File: config.mk
export PLATFORM = sky130hd
export DESIGN_NAME = pfc_good_flag
export DESIGN_NICKNAME = d
export VERILOG_FILES = /design/src/rtl/pfc_good_flag.sv
export SDC_FILE = /design/constraint.sdc
export NUM_CORES = 1
export LEC_CHECK = 0
export BUFFER_PORTS_ARGS = -buffer_cell sky130_fd_sc_hd__buf_4
export CAP_MARGIN = 5
export CORE_AREA = 2 2 39 41
export CTS_CLUSTER_DIAMETER = 60
export DETAILED_ROUTE_END_ITERATION = 12
export DIE_AREA = 0 0 41 43
export GPL_TIMING_DRIVEN = 0
export PLACE_DENSITY_LB_ADDON = 0.2
export SYNTH_ARGS = -nofsm -noshare
export SYNTH_HDL_FRONTEND = slang
export SYNTH_SLANG_ARGS = --single-unit
File: constraint.sdc
create_clock -name clk -period 1.1 [get_ports clk]
set_clock_uncertainty 0.05 [all_clocks]
set_input_delay 0.22 -clock clk [delete_from_list [all_inputs] [get_ports clk]]
set_output_delay 0.22 -clock clk [all_outputs]
set_load 0.005 [all_outputs]
File: src/rtl/pfc_good_flag.sv
module pfc_good_flag #(
  parameter int SETTLE = 4
) (
  input  logic clk,
  input  logic rst_n,
  input  logic run_i,
  input  logic fault_i,
  input  logic ovp_i,
  input  logic ea_charging_i,
  output logic good_o,
  output logic startup_o,
  output logic drv_inhibit_o,
  output logic ton_blank_o
);
  localparam int CW = $clog2(SETTLE + 1);

  logic          chg_s1, chg_s2;
  logic [CW-1:0] quiet_cnt;
  logic          stop_req;
  logic          settled;

  assign stop_req = !run_i || fault_i;
  assign settled  = (quiet_cnt == CW'(SETTLE));

  always_ff @(posedge clk or negedge rst_n) begin
    if (!rst_n) begin
      chg_s1 <= 1'b1;
      chg_s2 <= 1'b1;
    end else begin
      chg_s1 <= ea_charging_i;
      chg_s2 <= chg_s1;
    end
  end

  always_ff @(posedge clk or negedge rst_n) begin
    if (!rst_n)                  quiet_cnt <= '0;
    else if (stop_req || chg_s2) quiet_cnt <= '0;
    else if (!settled)           quiet_cnt <= quiet_cnt + 1'b1;
  end

  always_ff @(posedge clk or negedge rst_n) begin
    if (!rst_n)        startup_o <= 1'b1;
    else if (stop_req) startup_o <= 1'b1;
    else if (settled)  startup_o <= 1'b0;
  end

  always_ff @(posedge clk or negedge rst_n) begin
    if (!rst_n) good_o <= 1'b0;
    else        good_o <= run_i && !fault_i && !ovp_i && !startup_o;
  end

  assign drv_inhibit_o = ovp_i || stop_req;
  assign ton_blank_o   = ovp_i && run_i;

  a_r2_off_sets_startup: assert property (@(posedge clk) disable iff (!rst_n)
    !run_i |=> (startup_o && !good_o));

  a_r3_fault_sets_startup: assert property (@(posedge clk) disable iff (!rst_n)
    fault_i |=> (startup_o && !good_o));

  a_r6_good_needs_clean: assert property (@(posedge clk) disable iff (!rst_n)
    $rose(good_o) |-> $past(run_i && !fault_i && !ovp_i && !startup_o));

  a_r7_good_not_after_inhibit: assert property (@(posedge clk) disable iff (!rst_n)
    good_o |-> !$past(drv_inhibit_o));

  a_r8_blank_implies_inhibit: assert property (@(posedge clk) disable iff (!rst_n)
    ton_blank_o |-> drv_inhibit_o);

  a_r9_startup_rise_cause: assert property (@(posedge clk) disable iff (!rst_n)
    $rose(startup_o) |-> $past(!run_i || fault_i));

  a_r4_clear_only_running: assert property (@(posedge clk) disable iff (!rst_n)
    $fell(startup_o) |-> $past(run_i && !fault_i));
endmodule

[After elaboration in Yosys (flattened, before gate mapping)]
Cells that the tools add are included.
Operators by class
  reduce and logical (&&, ||, !) cells: 12
  add/sub/neg operators: 1
  multiplexer cells: 4
  equal/unequal tests: 2
Operators by type and width (number)
  3-bit two-way mux: 2
  1-bit logical AND: 4
  1-bit logical NOT: 4
  3-bit by 1-bit adder with 3-bit output, second input constant: 1
  3-bit == test, second input constant: 1
  1-bit logical OR: 3
  1-bit two-way mux: 2
  2-bit by 1-bit inequality test with 1-bit output, second input constant: 1
  2-bit nonzero test: 1
Storage, ports and cells
  output and inout bits: 4
  bits in registers: 7

[Depth between registers and ports, before layout]
  word-level depth: 4
  mapped depth: 4
  mapped depth without buffers: 4

[Worst setup path after synthesis]
Ideal clock, no wire load.
  kind: register to register
  from: register quiet_cnt[0]
  to: register startup_o
  stages on the path, launching flop included: 5
  clock period less this slack: 1124 ps
  path slack: -24 ps
  data arrival time: 992 ps
  buffers on the path: 0
  cells stage by stage: dfrtp_1 inv_1 ha_1 nand2_1 a211o_1
On the way
  word-level cells in the longest chain between the ends: 2
Ends and longest elaborated chain
  start: declaration: RTL line 18  | logic [CW-1:0] quiet_cnt;
  start signal: assignment: RTL line 38  | else if (!settled) quiet_cnt <= quiet_cnt + 1'b1;
  3-bit == test: RTL line 23  | assign settled = (quiet_cnt == CW'(SETTLE));
  2-bit nonzero test (no source line)
  end signal: assignment: RTL line 42  | if (!rst_n) startup_o <= 1'b1;
  end signal: assignment: RTL line 43  | else if (stop_req) startup_o <= 1'b1;
  end signal: assignment: RTL line 44  | else if (settled) startup_o <= 1'b0;
  end: declaration: RTL line 11  | output logic startup_o,
Every way passes these cells.
A chain may end at the register's enable or synchronous reset.

[Final worst setup path]
  from: register startup_o
  to: output port startup_o
No word-level cell between the ends.

==> metrics.md <==
| Metric | Value |
|---|---|
| Run status | finished, violations left |
| Violations in the final reports | setup timing |
| CP startpoint kind | flop |
| Cell Rows | 14 |
| Final Cycle Share | 104.6% |
| Critical Path Sink | startup_o |
| NetSw | 126.6 uW |
| Share of total power in sequential cells | 47.0% |
| Most used cells in the layout excluding fill and tap cells | 8 x buf_4, 5 x buf_6, 4 x dfrtp_1 |
| Stages on worst setup path | 1 |
| Number of endpoints failing setup at the final stage | 2 |
| Area of the mapped netlist | 319.1 sq um |
| CP max stage cell | dfstp_2 |
| CP bufs+invs | 1 |
| Area added between synthesis and finish | 63.53% |
| Final antenna-violating net count | 0 |
| Path type of the worst min-delay path | input port to flop |
| Number of H-tree levels | 1 |
| Nets | 54 |
| Detailed placement HPWL | 445.3 um |
| R2r worst-path depth | 4 |
| # port buffers | 9 |
| Initial DRT Pass Iterations | 2 |
| Max clock buf depth | 2 |
| Global route total overflow | 0 |
| Highest net fanout along the worst path | 2 |
| Worst endpoint required time | 0.83 ns |
| Period minus WS final | 1.151 ns |
| Arrival @ worst endpoint | 0.88 ns |
| Gate count of the mapped netlist | 27 |
| Vias in the first global route | 291 |
| Final Power | 573.0 uW |
| Fraction of synthesized area in multiplexers | 0% |
| Wire length of the first global-routing pass | 1097 um |
| Clock Sink Count | 7 |
| Area share of and/or/nand/nor cells after synthesis | 21.18% |
| Clock tree from TritonCTS | done |
| Standby leakage power | 0.2400 nW |
| Reg2Reg Capture Point | quiet_cnt[1]$_DFFE_PN0P_ |
| Power Dens Cells | 1098 nW/um^2 |
| Critical path start-end classification | flop to output pin |
| Maxcap violations | 0 |
| Worst setup slack after layout | -0.05093 ns |
| Horizontal die dimension | 41 um |
| Pin slew with the least headroom to its limit | 0.2535 ns |
| Pin count of the biggest net entering global routing | 8 |
| DR vias | 264 |
| Syn nets | 35 |
| Clock buffer count from CTS | 3 |
| Synthesis warning total | 0 |
| Dominant combinational cell family by area after synthesis | simple AND/OR/NAND/NOR gates |
| DRC Markers | 0 |
| Unique masters post-synth | 16 |
| Overall die height | 43 um |
| Hold WS | 0.02494 ns |
| Count of pins on the block boundary | 10 |
| Wire length after detailed routing | 633 um |
| Worst setup path startpoint | startup_o$_DFFE_PN1P_ |
| Hold violation count in the final report | 0 |
| Mean cell area of the mapped netlist | 11.82 sq um |
| Die area | 1763 sq um |
| Clock Root Buffer | clkbuf_4 |
| Dominant cells by area after synthesis | dfrtp_1 31%, dfstp_2 25%, ha_1 7.8% |
| Initial cell density of the core | 23.06% |
| Fraction of synthesized cell area in xor and xnor cells | 0% |
| Sw Ratio | 22.09% |
| Yosys top cell by area | dfrtp_1 |
| Initial DRC count | 1 |
| RSZ-0062 raised after global routing | true |
| Clock insertion delay at the later pin of the skew report | 0.25 ns |
| Fill cell count | 142 |
| Ordered cell list for the critical path | buf_6 |
| Share of the synthesized area in compound gates (AO/OA/AOI/OAI) | 11.37% |
| Final Max Slew Viols | 0 |
| GRT Overall Usage | 9.736% |
| Layout cells sized above 1 | 66.67% |
| Number of antenna cells inserted | 0 |
| Commonest non-fill, non-tap cell in the layout | buf_4 |
| Vias per std cell | 4.328 |
| Clock slew at reported path FFs | 0.05 ns |
| Adder-cell share of the synthesized area | 7.843% |
| Largest stage delay on the critical path | 0.54 ns |
| Detailed-route wire length per cell | 10.38 um |
| Initial antenna violation count | 0 |
| Hold path cells | 1 |
| Fraction of power consumed by combinational cells | 11.2% |
| Headroom to the max-slew limit | 83.10% |
| Cell-internal power | 446.4 uW |
| #FFs+latches synth | 7 |
| Clock power share | 41.8% |
| Cell family contributing the most delay on the critical path | flip-flops |
| Top-area cell type share of the netlist area | 31.37% |
| Core Area | 1384 sq um |
| Worst reg-to-reg setup slack | -0.02 ns |
| GP Congestion | 0.6277 |
| Share of the yosys chip area belonging to registers | 56.08% |
| Max VDD drop | 0.0007648 V |
| Critical path capture point type | output pin |
| Reg-to-reg critical path startpoint | quiet_cnt[0]$_DFFE_PN0P_ |
| Maximum clock rate | 0.8689 GHz |
==> layer usage <==
layer	up-vias	share of wire [%]	global-route usage, %
met4	0	3.2	8.000
met3	4	4.3	3.141
li1	127	-	-
met1	126	41	10.30
met2	7	52	14.69
met5	-	0	0
==> area by class of cell <==
class / instances / area, sq um / share of cell area, %
timing repair buffer: 14 / 126.4 / 24.22
multi-input combinational: 17 / 158.9 / 30.46
inverter: 3 / 11.26 / 2.158
sequential: 7 / 178.9 / 34.29
clock buffer: 4 / 26.28 / 5.036
tap: 16 / 20.02 / 3.837
==> kinds of logic (layout without fill, tap and decap cells) <==
| kind of cell | after synthesis | after routing |
|---|---|---|
| flops | 7 | 7 |
| buf+inv | 3 | 21 |
| simple gates | 10 | 10 |
| fa+ha+maj | 2 | 2 |
| compound gates | 5 | 5 |
==> worst min-delay path by stage <==
stage | slack, ns | endpoint | from
after global routing | 0.02 | chg_s1$_DFF_PN1_ | ea_charging_i
after floorplan | -0.13 | good_o$_DFF_PN0_ | rst_n
after detailed placement | -0.01 | quiet_cnt[0]$_DFFE_PN0P_ | rst_n
after global placement | -0.01 | quiet_cnt[1]$_DFFE_PN0P_ | rst_n
final | 0.02 | chg_s1$_DFF_PN1_ | ea_charging_i
after CTS | 0.03 | chg_s1$_DFF_PN1_ | ea_charging_i
==> state kept, by name (all words and copies together) (netlist names) <==
register and flops:
chg_s2 1, good_o 1, quiet_cnt 3, startup_o 1, chg_s1 1
==> synthesized netlist by cell type <==
cell type,number
and2_2,1
a21bo_2,1
or3b_1,1
dfrtp_1,4
or3b_4,1
a21oi_1,2
inv_1,3
and3b_1,1
nor2_1,2
ha_1,2
dfstp_2,3
nor3_2,1
nand2_1,1
a211o_1,1
nand3_1,2
a21o_1,1
==> through the flow <==
step                std cells  area (sq um)  util [%]  setup slack [ns]  setup TNS [ns]
global placement           52         419.2     30.29          -0.04013        -0.05067
floorplan                  27         331.6         -           0.01011               0
finish                     61         521.8     37.70          -0.05093        -0.07476
detailed placement         52         419.2     30.29          -0.04279         -0.1046
global route               61         521.8     37.70          -0.06871         -0.2061
CTS                        61         509.2     36.80          -0.05337        -0.08642
==> power groups by stage <==
stage          clock network [mW]  logic, mW  registers (mW)
5_1_grt                     0.261     0.0709           0.270
6_report                    0.240     0.0639           0.269
2_1_floorplan                   0     0.0198           0.273
4_1_cts                     0.243     0.0613           0.269
3_5_place_dp                    0     0.0480           0.274
3_3_place_gp                    0     0.0465           0.273
==> timing repair <==
action,4_1_cts,5_1_grt
pin swaps,2,0
endpoints found under the hold margin,7,0
resized for setup,7,4
buffers inserted,4,0
setup endpoints to repair,4,5
hold buffers,1,0
Power figures use the tool's default switching activity.
